**src/rtl/crc_pkg.sv**
```systemverilog
package crc_pkg;
  // Width for a counter or index over x values, never below one bit.
  function automatic int bits_for(input int x);
    return (x <= 2) ? 1 : $clog2(x);
  endfunction
endpackage

```
**src/rtl/crc_fill_ctrl.sv**
```systemverilog
module crc_fill_ctrl import crc_pkg::*; #(
  parameter int ROW_W = 8,
  parameter int CH    = 2,
  parameter int N     = 4,
  parameter int M     = 2
) (
  input  logic                          clk,
  input  logic                          rst,
  input  logic                          in_valid,
  output logic                          in_ready,
  input  logic                          release_rows,
  output logic                          wr_en,
  output logic [bits_for(N+1)-1:0]      wr_slot,
  output logic [bits_for(ROW_W*CH)-1:0] wr_idx,
  output logic [bits_for(N+2)-1:0]      full_rows
);
  localparam int NR   = N + 1;
  localparam int RW   = ROW_W * CH;
  localparam int SLW  = bits_for(NR);
  localparam int IW   = bits_for(RW);
  localparam int CNTW = bits_for(N + 2);

  logic            row_done;
  logic [CNTW-1:0] full_n;

  assign in_ready = (int'(full_rows) < NR);
  assign wr_en    = in_valid && in_ready;
  assign row_done = wr_en && (wr_idx == IW'(RW - 1));

  always_comb begin
    full_n = full_rows;
    if (row_done)     full_n = full_n + 1'b1;
    if (release_rows) full_n = full_n - CNTW'(M);
  end

  always_ff @(posedge clk) begin
    if (rst) begin
      wr_slot   <= '0;
      wr_idx    <= '0;
      full_rows <= '0;
    end else begin
      full_rows <= full_n;
      if (wr_en) begin
        if (row_done) begin
          wr_idx  <= '0;
          wr_slot <= (wr_slot == SLW'(NR - 1)) ? '0 : wr_slot + 1'b1;
        end else begin
          wr_idx <= wr_idx + 1'b1;
        end
      end
    end
  end

  // Slot count never exceeds the ring size.
  assert_no_overrun_R7: assert property (@(posedge clk) disable iff (rst)
    int'(full_rows) <= NR);

  // Row count only moves on a completed row or a window move.
  assert_row_step_R2: assert property (@(posedge clk) disable iff (rst)
    (full_rows != $past(full_rows)) |-> ($past(row_done) || $past(release_rows)));
endmodule

```
**src/rtl/crc_tile_seq.sv**
```systemverilog
module crc_tile_seq import crc_pkg::*; #(
  parameter int ROW_W = 8,
  parameter int CH    = 2,
  parameter int N     = 4,
  parameter int M     = 2
) (
  input  logic                                 clk,
  input  logic                                 rst,
  input  logic                                 adv,
  output logic                                 release_rows,
  output logic [bits_for(N+1)-1:0]             base_slot,
  output logic [bits_for((ROW_W-N)/M+1)-1:0]   tcol,
  output logic [bits_for(CH)-1:0]              chan
);
  localparam int NR    = N + 1;
  localparam int SLW   = bits_for(NR);
  localparam int TCOLS = (ROW_W - N) / M + 1;
  localparam int TCW   = bits_for(TCOLS);
  localparam int CHW   = bits_for(CH);

  logic           last_ch, last_col;
  logic [SLW:0]   bsum;
  logic [SLW-1:0] next_base;

  assign last_ch      = (chan == CHW'(CH - 1));
  assign last_col     = (tcol == TCW'(TCOLS - 1));
  assign release_rows = adv && last_ch && last_col;
  assign bsum         = {1'b0, base_slot} + (SLW+1)'(M);
  assign next_base    = (int'(bsum) >= NR) ? SLW'(int'(bsum) - NR) : bsum[SLW-1:0];

  always_ff @(posedge clk) begin
    if (rst) begin
      chan      <= '0;
      tcol      <= '0;
      base_slot <= '0;
    end else if (adv) begin
      if (!last_ch) begin
        chan <= chan + 1'b1;
      end else begin
        chan <= '0;
        if (last_col) begin
          tcol      <= '0;
          base_slot <= next_base;
        end else begin
          tcol <= tcol + 1'b1;
        end
      end
    end
  end

  // A window move shifts the oldest slot by M around the ring.
  assert_window_step_R6: assert property (@(posedge clk) disable iff (rst)
    release_rows |=> (int'(base_slot) == (int'($past(base_slot)) + M) % NR));
endmodule

```
**src/rtl/crc_store.sv**
```systemverilog
module crc_store import crc_pkg::*; #(
  parameter int DW    = 8,
  parameter int ROW_W = 8,
  parameter int CH    = 2,
  parameter int N     = 4,
  parameter int M     = 2
) (
  input  logic                                 clk,
  input  logic                                 wr_en,
  input  logic [bits_for(N+1)-1:0]             wr_slot,
  input  logic [bits_for(ROW_W*CH)-1:0]        wr_idx,
  input  logic [DW-1:0]                        wr_data,
  input  logic [bits_for(N+1)-1:0]             base_slot,
  input  logic [bits_for((ROW_W-N)/M+1)-1:0]   tcol,
  input  logic [bits_for(CH)-1:0]              chan,
  output logic [N*N*DW-1:0]                    tile
);
  localparam int NR    = N + 1;
  localparam int RW    = ROW_W * CH;
  localparam int DEPTH = NR * RW;
  localparam int SLW   = bits_for(NR);
  localparam int AW    = bits_for(DEPTH);

  logic [DW-1:0] mem [DEPTH];
  logic [AW-1:0] waddr;

  assign waddr = AW'(wr_slot) * AW'(RW) + AW'(wr_idx);

  always_ff @(posedge clk) begin
    if (wr_en) mem[waddr] <= wr_data;
  end

  for (genvar r = 0; r < N; r++) begin : g_row
    logic [SLW:0]   sum;
    logic [SLW-1:0] slot;
    assign sum  = {1'b0, base_slot} + (SLW+1)'(r);
    assign slot = (int'(sum) >= NR) ? SLW'(int'(sum) - NR) : sum[SLW-1:0];
    for (genvar c = 0; c < N; c++) begin : g_col
      logic [AW-1:0] raddr;
      assign raddr = AW'(slot) * AW'(RW)
                   + (AW'(tcol) * AW'(M) + AW'(c)) * AW'(CH) + AW'(chan);
      assign tile[(r*N+c)*DW +: DW] = mem[raddr];
    end
  end
endmodule

```
**src/rtl/conv_row_cache.sv**
```systemverilog
module conv_row_cache import crc_pkg::*; #(
  parameter int DW    = 8,
  parameter int ROW_W = 8,
  parameter int CH    = 2,
  parameter int N     = 4,
  parameter int M     = 2
) (
  input  logic                       clk,
  input  logic                       rst,
  input  logic                       in_valid,
  output logic                       in_ready,
  input  logic [DW-1:0]              in_data,
  output logic                       out_valid,
  input  logic                       out_ready,
  output logic [N*N*DW-1:0]          out_tile,
  output logic [bits_for(CH)-1:0]    out_chan,
  output logic [bits_for(ROW_W)-1:0] out_x
);
  localparam int NR    = N + 1;
  localparam int SLW   = bits_for(NR);
  localparam int IW    = bits_for(ROW_W * CH);
  localparam int CNTW  = bits_for(N + 2);
  localparam int TCW   = bits_for((ROW_W - N) / M + 1);
  localparam int CHW   = bits_for(CH);
  localparam int XW    = bits_for(ROW_W);

  logic            wr_en, release_rows, rows_ok, adv;
  logic [SLW-1:0]  wr_slot, base_slot;
  logic [IW-1:0]   wr_idx;
  logic [CNTW-1:0] full_rows;
  logic [TCW-1:0]  tcol;
  logic [CHW-1:0]  chan;
  logic [N*N*DW-1:0] tile;

  assign rows_ok = (int'(full_rows) >= N);
  assign adv     = rows_ok && (!out_valid || out_ready);

  crc_fill_ctrl #(.ROW_W(ROW_W), .CH(CH), .N(N), .M(M)) fill_i (
    .clk(clk), .rst(rst), .in_valid(in_valid), .in_ready(in_ready),
    .release_rows(release_rows), .wr_en(wr_en), .wr_slot(wr_slot),
    .wr_idx(wr_idx), .full_rows(full_rows));

  crc_tile_seq #(.ROW_W(ROW_W), .CH(CH), .N(N), .M(M)) seq_i (
    .clk(clk), .rst(rst), .adv(adv), .release_rows(release_rows),
    .base_slot(base_slot), .tcol(tcol), .chan(chan));

  crc_store #(.DW(DW), .ROW_W(ROW_W), .CH(CH), .N(N), .M(M)) store_i (
    .clk(clk), .wr_en(wr_en), .wr_slot(wr_slot), .wr_idx(wr_idx),
    .wr_data(in_data), .base_slot(base_slot), .tcol(tcol), .chan(chan),
    .tile(tile));

  always_ff @(posedge clk) begin
    if (rst) begin
      out_valid <= 1'b0;
      out_tile  <= '0;
      out_chan  <= '0;
      out_x     <= '0;
    end else if (adv) begin
      out_valid <= 1'b1;
      out_tile  <= tile;
      out_chan  <= chan;
      out_x     <= XW'(tcol) * XW'(M);
    end else if (out_ready) begin
      out_valid <= 1'b0;
    end
  end

  assert_tile_hold_R8: assert property (@(posedge clk) disable iff (rst)
    (out_valid && !out_ready) |=> (out_valid && $stable(out_tile)
                                   && $stable(out_chan) && $stable(out_x)));

  assert_chan_order_R5: assert property (@(posedge clk) disable iff (rst)
    (out_valid && $past(out_valid && out_ready) && ($past(out_chan) != CHW'(CH - 1)))
      |-> (out_chan == $past(out_chan) + 1'b1));

  assert_window_full_R3: assert property (@(posedge clk) disable iff (rst)
    $rose(out_valid) |-> (int'($past(full_rows)) >= N));
endmodule

```
**config.mk**
```make
export PLATFORM = sky130hd
export DESIGN_NAME = conv_row_cache
export DESIGN_NICKNAME = d
export VERILOG_FILES = /design/src/rtl/crc_pkg.sv /design/src/rtl/crc_fill_ctrl.sv /design/src/rtl/crc_tile_seq.sv /design/src/rtl/crc_store.sv /design/src/rtl/conv_row_cache.sv
export SDC_FILE = /design/constraint.sdc
export NUM_CORES = 1
export LEC_CHECK = 0
export ABC_CLOCK_PERIOD_IN_PS = 4430
export BUFFER_PORTS_ARGS = -buffer_cell sky130_fd_sc_hd__buf_2
export CORE_ASPECT_RATIO = 1.1
export CORE_MARGIN = 2
export CORE_UTILIZATION = 30
export DETAILED_ROUTE_END_ITERATION = 16
export GPL_ROUTABILITY_DRIVEN = 0
export PLACE_DENSITY = 0.43
export SETUP_SLACK_MARGIN = 0.5
export SKIP_CTS_REPAIR_TIMING = 1
export SYNTH_ARGS = -nofsm -noshare
export SYNTH_HDL_FRONTEND = slang
export SYNTH_SLANG_ARGS = --single-unit
```
**constraint.sdc**
```tcl
create_clock -name clk -period 4.43 [get_ports clk]
set_clock_uncertainty 0.1 [all_clocks]
set_input_delay 0.443 -clock clk [delete_from_list [all_inputs] [get_ports clk]]
set_output_delay 0.443 -clock clk [all_outputs]
set_load 0.05 [all_outputs]
```
==> flow_summary.toml <==
[outcome]
status = "finished clean"

[route]
routed_via_density = 5.59
wl_per_cell_um = 30.5
ant_nets = 0
routed_wl_mm = 140
drt_iter0_drc = 2477
route.vias.total = 25700
first_pass_iters = 6
drc = 0

[yosys]
syn-instance-count = 2579
synth_area_leaders = "edfxtp_1 49%, mux4_2 18%, dfxtp_1 7.6%, mux2i_1 6.3%, nand2_1 2.8%"
async_flop_share_pct = 0
synth_common_cells = "640 x edfxtp_1, 306 x mux4_2, 292 x nand2_1"
yosys_warnings = 0
yosysMostFrequentCell = "edfxtp_1"
synth_cell_type_count = 58
synth_ff_type = "edfxtp_1"
avgSynthCellArea_um2 = 15.1
synth_top_area_share_pct = 49.5
synth_edf_count = 640
synth_fp_nets = 2617
synth_top_area_cell = "edfxtp_1"
seq_area_frac_synth_pct = 57.1
netlist_area_um2 = 38800
ys_ff_latch = 788

[critical_path]
worstSetupStartpoint = "seq_i.base_slot[1]"
cp-end-kind = "flip-flop"
cp.buffers_inverters = 3
path_cells = "inv_1, ha_2, xor2_1, o21ai_2, xnor2_4, inv_1, ha_1, ha_2, or4_1, nand4_1, or3_1, buf_4, a211o_1, o211ai_1"
max_stage_delay_ns = 0.51
r2r-end = "out_tile[120]"
crit_slowest_cell = "or4_1"
cp.depth = 14
r2r_cells = 14
cp-start-kind = "flip-flop"
worst_ep_arrival_time_ns = 4.11
endpoint = "out_tile[120]"
critical_path_required_ns = 4.88
path_max_fanout = 16
timing.rr.start = "seq_i.base_slot[1]"
reg2reg_slack_ns = 0.77
crit_family = "simple AND/OR/NAND/NOR gates"
crit_type = "flip-flop to flip-flop"

[sta]
min_period_ns = 3.66
max_freq_ghz = 0.273
setup_violations = 0
maxSlewHeadroom_pct = 26.2
hold_viol = 0
tns_ns = 0
rsz0062_at_grt = "no"
fin_crit_sh_pct = 82.6
finalMaxSlewViolations = 0
worstMarginPinSlew_ns = 1.11
fin_ws_ns = 0.770

[global_routing]
busiest_layer = "met2"
grt_overflow_total = 0
grt_antenna_before_repair = 7
grt_use_total_pct = 21.0
grt_first_pass_wirelength_mm = 198
grt_pass1_vias = 25800
grt_max_degree = 133
grt_use_met1_pct = 28.5
met2_usage_pct = 34.2
grt_use_met3_pct = 4.08

[clock_network]
cts_tree = "yes"
htreeDepth = 3
clkLatencyLatePin_ns = 0.71
clock_path_buffers = 3
clk_pin_slew_ns = 0.06
numClockSinks = 788
cts_made_buffers = 89
ctsRootBufferMaster = "clkbuf_16"

[worst_hold_path]
hold_path_depth = 4
worstHoldPathType = "input pin to flip-flop"

[floorplan]
core_area_um2 = 129000
chipWidth_um = 347
die_h_um = 381
start_util_pct = 30.2
ios = 146
dieArea_um2 = 132000
rows = 138

[cells_and_area]
drive_gt1_share_pct = 30.1
final_area_um2 = 45600
nets = 2877
utilization_pct = 35.4
area_growth_pct = 17.4

[placed_design]
port_buffers = 144
dpl-instance-area_um2 = 42600
post-place-ws_ns = 0.690
dp_hpwl_mm = 98.6

[pwr]
p_per_area_nw_per_um2 = 344
leakagePower_nw = 15.3
vdd_drop_max_uv = 300
total_power_mw = 15.7

[flow_run]
maxCapViolCount = 0
## logic make-up (layout without fill, tap and decap cells)
| group | count (synthesis) | in the layout | synth area share [%] |
|---|---|---|---|
| compound gates | 444 | 444 | 8.15 |
| flops | 788 | 788 | 57.1 |
| fa+ha+maj | 26 | 26 | 0.857 |
| simple gates | 490 | 490 | 5.28 |
| buf+inv | 213 | 550 | 2.62 |
| mux | 598 | 598 | 25.5 |
| other cells | 1 | 2 | 0.00966 |
| xor+xnor | 19 | 19 | 0.506 |
## layer usage
layer  routed length (um)  vias to the layer above  part of all wire, %
li1                     -                    11000                    -
met1                60900                    13500                   43
met2                66600                     1023                   47
met3                 9300                      177                  6.6
met4                 3520                        2                  2.5
met5                    7                        -               0.0050
## stage by stage
step                      std cells  hold WS [ns]
after floorplan                2579         0.399
after global placement         4427         0.323
after detailed placement       4427         0.328
after CTS                      4595        -0.174
after global routing           4596        0.0742
final                          4597        0.0770
## power by group
group	total (mW)	leakage (nW)	switching (mW)	internal, mW
clock network	7.44	1.43	3.16	4.29
registers	8.01	6.95	0.00766	8.01
logic	0.217	6.93	0.182	0.0352
total	15.7	15.3	3.35	12.3
## how the worst min path moves through the flow
stage	slack [ns]	end	start
detailed placement	0.33	out_tile[10]	out_tile[10]
global route	0.07	fill_i.wr_idx[0]	in_valid
finish	0.08	fill_i.wr_idx[0]	in_valid
global placement	0.32	out_tile[99]	out_tile[99]
floorplan	0.40	fill_i.wr_idx[1]	fill_i.wr_idx[1]
CTS	-0.17	store_i.mem[17][6]	in_data[6]
## cells in the final DEF (no fill, tap or decap), types with 74 or more instances in the layout
master | netlist | final
buf_2 | 74 | 144
dfxtp_1 | 148 | 146
clkbuf_16 | 0 | 92
mux2i_1 | 244 | 244
buf_4 | 31 | 208
nand2_1 | 292 | 292
edfxtp_1 | 640 | 640
o221ai_1 | 74 | 74
mux4_2 | 306 | 306
nor2_1 | 125 | 123
o211ai_1 | 81 | 81
a21oi_1 | 82 | 82
## final cells by class
cell class / count / area (um^2)
Multi-Input combinational cell: 1578 / 15700
Clock buffer: 127 / 2520
Fill cell: 12100 / 83000
Clock inverter: 41 / 427
Inverter: 15 / 58.8
Tap cell: 1680 / 2100
Timing Repair Buffer: 367 / 2570
Antenna cell: 1 / 2.50
Sequential cell: 788 / 22200
## state kept, by name (all words and copies together), names as in the netlist, 2 cells and up
signal / cells
fill_i.wr_slot: 3
fill_i.wr_idx: 4
fill_i.full_rows: 3
out_x: 2
store_i.mem: 640
out_tile: 128
seq_i.base_slot: 3
seq_i.tcol: 2
## worst min-delay path, stage by stage
cell,delay (ns)
buf_2,0.15
nand2_1,0.10
nand2_1,0.07
a21oi_1,0.06
Power figures use the tool's default switching activity.
